==> config.mk <==
export PLATFORM = sky130hd
export DESIGN_NAME = rs15_enc
export DESIGN_NICKNAME = d
export VERILOG_FILES = /design/src/rtl/rs15_enc_pkg.sv /design/src/rtl/rs15_smul.sv /design/src/rtl/rs15_seq.sv /design/src/rtl/rs15_enc.sv
export SDC_FILE = /design/constraint.sdc
export NUM_CORES = 1
export LEC_CHECK = 0
export BUFFER_PORTS_ARGS = -buffer_cell sky130_fd_sc_hd__buf_2
export CORE_ASPECT_RATIO = 0.7
export CORE_MARGIN = 2
export CORE_UTILIZATION = 56
export DETAILED_ROUTE_END_ITERATION = 10
export GPL_ROUTABILITY_DRIVEN = 1
export GPL_TIMING_DRIVEN = 0
export PLACE_DENSITY = 0.74
export SETUP_SLACK_MARGIN = 0.1
export SYNTH_ARGS = -nofsm -noshare
export SYNTH_HDL_FRONTEND = slang
export SYNTH_SLANG_ARGS = --single-unit
==> constraint.sdc <==
create_clock -name clk -period 5.2 [get_ports clk]
set_input_delay 0 -clock clk [delete_from_list [all_inputs] [get_ports clk]]
set_output_delay 0 -clock clk [all_outputs]
set_load 0.005 [all_outputs]
==> src/rtl/rs15_enc_pkg.sv <==
package rs15_enc_pkg;

  typedef enum logic [1:0] {
    ST_IDLE  = 2'd0,
    ST_CLEAR = 2'd1,
    ST_RUN   = 2'd2,
    ST_DRAIN = 2'd3
  } enc_state_e;

  // GF(2^w) product, field polynomial given with its x^w term
  function automatic logic [15:0] gf_prod(logic [15:0] a, logic [15:0] b,
                                          int unsigned poly, int unsigned w);
    logic [15:0] acc;
    logic [15:0] sh;
    acc = '0;
    sh  = a;
    for (int i = 0; i < 16; i++) begin
      if (i < int'(w)) begin
        if (b[i]) acc = acc ^ sh;
        sh = sh << 1;
        if (sh[w]) sh = sh ^ 16'(poly);
      end
    end
    return acc;
  endfunction

  // Coefficient idx of prod_{k} (x + alpha^(first+k)), k = 0..npar-1
  function automatic logic [15:0] gen_coef(int unsigned idx, int unsigned npar,
                                           int unsigned first, int unsigned poly,
                                           int unsigned w);
    logic [15:0] g [16];
    logic [15:0] root;
    for (int j = 0; j < 16; j++) g[j] = '0;
    g[0] = 16'd1;
    root = 16'd1;
    for (int k = 0; k < 16; k++)
      if (k < int'(first)) root = gf_prod(root, 16'd2, poly, w);
    for (int i = 0; i < 15; i++) begin
      if (i < int'(npar)) begin
        for (int j = 15; j > 0; j--)
          if (j <= i + 1) g[j] = g[j-1] ^ gf_prod(g[j], root, poly, w);
        g[0] = gf_prod(g[0], root, poly, w);
        root = gf_prod(root, 16'd2, poly, w);
      end
    end
    return g[idx];
  endfunction

endpackage

==> src/rtl/rs15_smul.sv <==
// Bit-serial multiply by a fixed coefficient; operand bits arrive MSB first.
module rs15_smul #(
  parameter int unsigned W    = 4,
  parameter int unsigned POLY = 19,
  parameter logic [W-1:0] COEF = '0
) (
  input  logic         clk,
  input  logic         rst_n,
  input  logic         clr,
  input  logic         load,
  input  logic         step,
  input  logic         bit_in,
  output logic [W-1:0] prod_nxt
);
  localparam logic [W-1:0] RED = W'(POLY);

  logic [W-1:0] acc_q;
  logic [W-1:0] doubled;

  assign doubled  = {acc_q[W-2:0], 1'b0} ^ (acc_q[W-1] ? RED : '0);
  assign prod_nxt = (load ? '0 : doubled) ^ (bit_in ? COEF : '0);

  always_ff @(posedge clk) begin
    if (!rst_n || clr)   acc_q <= '0;
    else if (load || step) acc_q <= prod_nxt;
  end
endmodule

==> src/rtl/rs15_seq.sv <==
module rs15_seq #(
  parameter int unsigned SYM_W  = 4,
  parameter int unsigned N_INFO = 11,
  parameter int unsigned N_PAR  = 4
) (
  input  logic clk,
  input  logic rst_n,
  input  logic start,
  input  logic accept,
  input  logic out_free,
  output logic slot,
  output logic step,
  output logic last_bit,
  output logic clr,
  output logic drain_go,
  output logic busy
);
  import rs15_enc_pkg::*;

  localparam int unsigned BW = (SYM_W > 2) ? $clog2(SYM_W) : 1;
  localparam int unsigned SW = $clog2(N_INFO + 1);
  localparam int unsigned PW = $clog2(N_PAR + 1);
  localparam logic [BW-1:0] BIT_LAST = BW'(SYM_W - 1);
  localparam logic [SW-1:0] SYM_LAST = SW'(N_INFO - 1);
  localparam logic [PW-1:0] PAR_LAST = PW'(N_PAR - 1);

  enc_state_e    st_q;
  logic [BW-1:0] bit_q;
  logic [SW-1:0] sym_q;
  logic [PW-1:0] par_q;

  always_ff @(posedge clk) begin
    if (!rst_n) begin
      st_q  <= ST_IDLE;
      bit_q <= '0;
      sym_q <= '0;
      par_q <= '0;
    end else begin
      unique case (st_q)
        ST_IDLE:  if (start) st_q <= ST_CLEAR;
        ST_CLEAR: begin
          bit_q <= '0;
          sym_q <= '0;
          par_q <= '0;
          st_q  <= ST_RUN;
        end
        ST_RUN: begin
          if (bit_q == '0) begin
            if (accept) bit_q <= BW'(1);
          end else if (bit_q == BIT_LAST) begin
            bit_q <= '0;
            if (sym_q == SYM_LAST) begin
              sym_q <= '0;
              st_q  <= ST_DRAIN;
            end else begin
              sym_q <= sym_q + SW'(1);
            end
          end else begin
            bit_q <= bit_q + BW'(1);
          end
        end
        ST_DRAIN: if (out_free) begin
          if (par_q == PAR_LAST) begin
            par_q <= '0;
            st_q  <= ST_IDLE;
          end else begin
            par_q <= par_q + PW'(1);
          end
        end
        default: st_q <= ST_IDLE;
      endcase
    end
  end

  assign clr      = (st_q == ST_CLEAR);
  assign slot     = (st_q == ST_RUN) && (bit_q == '0);
  assign step     = (st_q == ST_RUN) && (bit_q != '0);
  assign last_bit = (st_q == ST_RUN) && (bit_q == BIT_LAST);
  assign drain_go = (st_q == ST_DRAIN) && out_free;
  assign busy     = (st_q != ST_IDLE);
endmodule

==> src/rtl/rs15_enc.sv <==
module rs15_enc #(
  parameter int unsigned SYM_W      = 4,
  parameter int unsigned N_INFO     = 11,
  parameter int unsigned N_PAR      = 4,
  parameter int unsigned POLY       = 19,
  parameter int unsigned FIRST_ROOT = 1
) (
  input  logic             clk,
  input  logic             rst_n,
  input  logic             start,
  input  logic             in_valid,
  output logic             in_ready,
  input  logic [SYM_W-1:0] in_data,
  output logic             out_valid,
  input  logic             out_ready,
  output logic [SYM_W-1:0] out_data,
  output logic             busy
);
  logic slot, step, last_bit, clr, drain_go, out_free, accept;
  logic [N_PAR-1:0][SYM_W-1:0] par_q;
  logic [N_PAR-1:0][SYM_W-1:0] prod;
  logic [SYM_W-1:0] fb_now, fb_q;
  logic             fb_bit;

  assign out_free = !out_valid || out_ready;
  assign in_ready = slot && out_free;
  assign accept   = in_valid && in_ready;
  assign fb_now   = in_data ^ par_q[N_PAR-1];
  assign fb_bit   = accept ? fb_now[SYM_W-1] : fb_q[SYM_W-1];

  rs15_seq #(.SYM_W(SYM_W), .N_INFO(N_INFO), .N_PAR(N_PAR)) u_seq (
    .clk(clk), .rst_n(rst_n), .start(start), .accept(accept),
    .out_free(out_free), .slot(slot), .step(step), .last_bit(last_bit),
    .clr(clr), .drain_go(drain_go), .busy(busy)
  );

  for (genvar i = 0; i < int'(N_PAR); i++) begin : g_tap
    localparam logic [SYM_W-1:0] TAP =
      SYM_W'(rs15_enc_pkg::gen_coef(i, N_PAR, FIRST_ROOT, POLY, SYM_W));
    rs15_smul #(.W(SYM_W), .POLY(POLY), .COEF(TAP)) u_mul (
      .clk(clk), .rst_n(rst_n), .clr(clr), .load(accept), .step(step),
      .bit_in(fb_bit), .prod_nxt(prod[i])
    );
  end

  always_ff @(posedge clk) begin
    if (!rst_n) fb_q <= '0;
    else if (accept) fb_q <= fb_now << 1;
    else if (step)   fb_q <= fb_q << 1;
  end

  always_ff @(posedge clk) begin
    if (!rst_n || clr) par_q <= '0;
    else if (last_bit) par_q <= (par_q << SYM_W) ^ prod;
    else if (drain_go) par_q <= par_q << SYM_W;
  end

  always_ff @(posedge clk) begin
    if (!rst_n) begin
      out_valid <= 1'b0;
      out_data  <= '0;
    end else if (accept) begin
      out_valid <= 1'b1;
      out_data  <= in_data;
    end else if (drain_go) begin
      out_valid <= 1'b1;
      out_data  <= par_q[N_PAR-1];
    end else if (out_ready) begin
      out_valid <= 1'b0;
    end
  end
endmodule

==> impl_metrics.yaml <==
setup_path:
  worstPathArrival_ps: 2180
  start_kind: "flip-flop"
  regToRegEndpoint: "par_q[0]$_SDFFE_PP0P_"
  worstPathCellList: "inv_1 > ha_1 > buf_4 > nand2_4 > or4b_1 > buf_2 > o211ai_1 > a21oi_1"
  crit_fanout: 10
  reg2reg_from: "u_seq.st_q[0]$_SDFFE_PN0P_"
  worst-endpoint-required_ps: 5390
  max_stage_delay_ps: 520
  rrSetupSlack_ps: 3210
  crit_type: "flip-flop to flip-flop"
  cp-end-kind: "flip-flop"
  rr_worst_depth: 8
  cpMaxStageDelayCell: "or4b_1"
sta:
  finalSetupTns_ps: 0
  timing.final.crit_period_ps: 1990
  relSlewSlack_pct: 53.3
  setup_ws_ps: 3210
  worstMarginPinSlew_ps: 694
  rsz0062_at_grt: "no"
  drv_slew: 0
  max_freq_mhz: 503
  setup_viol: 0
  fin_crit_sh_pct: 38.3
  clock_skew_ps: 7.56
  hold_viol: 0
layout:
  mostFrequentLayoutCells: "51 x dfxtp_1, 32 x nand2_1, 28 x a21oi_1"
  utilization_pct: 63.0
  antenna_cells: 0
  drive_above_1_share_pct: 14.6
  layout_commonest_cell: "dfxtp_1"
  syn2layout_area_growth_pct: 10.4
  final_cells: 400
  layout.nets: 362
placed_design:
  post-dp-hpwl_um: 4640
  dp_slack_ps: 3250
  numPortBuffers: 15
  place_inst: 387
  finalWeightedCongestion: 0.850
cts:
  clk_latency_ps: 310
  htree_levels: 2
  cts_buffers: 5
  clkSinkCount: 51
  clockBufferDepth: 2
  cts_tree: "yes"
  root_buffer: "clkbuf_8"
  clkTransAtPathRegs_ps: 100
floorplanning:
  die_w_um: 86.7
  rows: 21
  start_util_pct: 57.0
  core-area_sq_um: 4700
  die-area_sq_um: 5370
  die_height_um: 61.9
  io_pins: 16
hold_path:
  whs_path_depth: 4
  hp-class: "input pin to flip-flop"
  min-delay-start: "start"
  worstHoldEndpoint: "u_seq.st_q[1]$_SDFFE_PN0P_"
grt:
  grt_first_pass_wirelength_um: 10200
  grt_remaining_overflow: 0
  antenna_found_initial: 0
  grt_max_degree: 16
  track_usage_pct: 25.3
  grt_pass1_vias: 2055
route:
  first_iter_violations: 152
  routed_wl_um: 6500
  dr.pass1.iters: 6
  drc: 0
  ant_nets: 0
  wire_per_inst_um: 16.2
  vias: 2341
  viasPerCell: 5.85
synthesis:
  synth_edf_count: 0
  ys_warn_count: 0
  syn_avg_cell_area_sq_um: 8.52
  synthCells: 315
  syn-num-nets: 335
  netlist_area_sq_um: 2680
  async_flop_share_pct: 0
  ys_ff_latch: 51
  synthFlopType: "dfxtp_1"
  seq_area_frac_synth_pct: 38.1
  synth.distinct_cells: 47
pwr:
  power_mw: 1.06
  leakage_nw: 1.03
  power_density_nw_per_um2: 358
  vdd_drop_max_mv: 0.219
run_status:
  status: "finished, final reports clean"
run:
  drv_cap: 0
==> synth_stat cells (5+ instances only) <==
master     n  area [sq um]
xnor2_1   13           114
or3_1      7          43.8
a211oi_1   5          37.5
o31ai_1    6          45.0
buf_2     11          55.1
o211ai_1  10          75.1
xor2_1     5          43.8
a32oi_1    7          61.3
a21oi_1   28           140
nor2_1    17          63.8
a211o_1    6          52.6
dfxtp_1   51          1020
o21ai_0    9          45.0
a31oi_1    9          56.3
nand4_1    7          43.8
nand3_1    9          45.0
nand2_1   32           120
ha_1      11           138
a311oi_1   6          52.6
clkbuf_1   5          18.8
nand2b_1   7          43.8
inv_1     18          67.6
==> worst max-delay path by stage <==
stage | slack (ps) | start | cells after the start | endpoint
after floorplan | 3470 | u_seq.bit_q[0]$_SDFFE_PN0P_ | 8 | par_q[13]$_SDFFE_PP0P_
after global placement | 3260 | u_seq.st_q[0]$_SDFFE_PN0P_ | 8 | par_q[0]$_SDFFE_PP0P_
after detailed placement | 3250 | u_seq.st_q[0]$_SDFFE_PN0P_ | 8 | par_q[0]$_SDFFE_PP0P_
after CTS | 3230 | u_seq.st_q[0]$_SDFFE_PN0P_ | 8 | par_q[0]$_SDFFE_PP0P_
after global routing | 3100 | u_seq.st_q[0]$_SDFFE_PN0P_ | 9 | par_q[9]$_SDFFE_PP0P_
final | 3210 | u_seq.st_q[0]$_SDFFE_PN0P_ | 8 | par_q[0]$_SDFFE_PP0P_
==> timing repair <==
item                       CTS  global route
setup endpoints to repair    0             0
hold buffers                 5             0
hold endpoints to repair     7             0
gates resized for setup      0             0
setup buffers                0             0
==> critical path, delay by kind of cell (launching register included) <==
kind / cells / cell delay (ps)
adders and majority gates: 1 / 150
DFF: 1 / 350
AOI/OAI and AO/OA: 2 / 240
and+or+nand+nor: 2 / 640
buffers and inverters: 3 / 500
==> stage by stage <==
stage / area (sq um) / hold slack (ps)
after detailed placement: 2830 / 310
after CTS: 2960 / 135
after global routing: 2960 / 169
after global placement: 2830 / 307
after floorplan: 2680 / 118
final: 2960 / 145
==> routing by layer <==
metal  vias up  share of wire [%]  global-route usage (%)
met5         -               0.71                    7.27
met4         2               0.98                    6.25
met3        11                7.0                    5.42
met2        65                 41                    36.2
met1      1076                 50                    38.0
li1       1187                  -                       -
==> state kept, by name, summed over array words and instances, names as in the netlist <==
name               flops
par_q                 16
u_seq.par_q            3
g_tap.u_mul.acc_q     16
out_valid              1
out_data               4
u_seq.sym_q            4
fb_q                   3
u_seq.st_q             2
u_seq.bit_q            2
==> power breakdown <==
group | total (mW) | switching, mW | internal (mW)
sequential | 0.435 | 0.0181 | 0.417
clock | 0.227 | 0.135 | 0.0925
combinational | 0.396 | 0.260 | 0.136
==> logic make-up after synthesis <==
kind of cell	share of synthesized area [%]
flops	38.1
mux	0.420
buf+inv	7.09
simple gates	16.4
fa+ha+maj	5.13
compound gates	26.4
xor+xnor	6.48
==> layout make-up <==
type                       instances  area [sq um]
fill                             439          1740
multi-input combinational        223          1470
sequential                        51          1020
timing repair buffer              20           125
buffer                            21           115
inverter                          20          75.1
tap                               57          71.3
clock buffer                       5          68.8
clock inverter                     3          15.0
No activity file was read; power rests on OpenSTA's default activity.
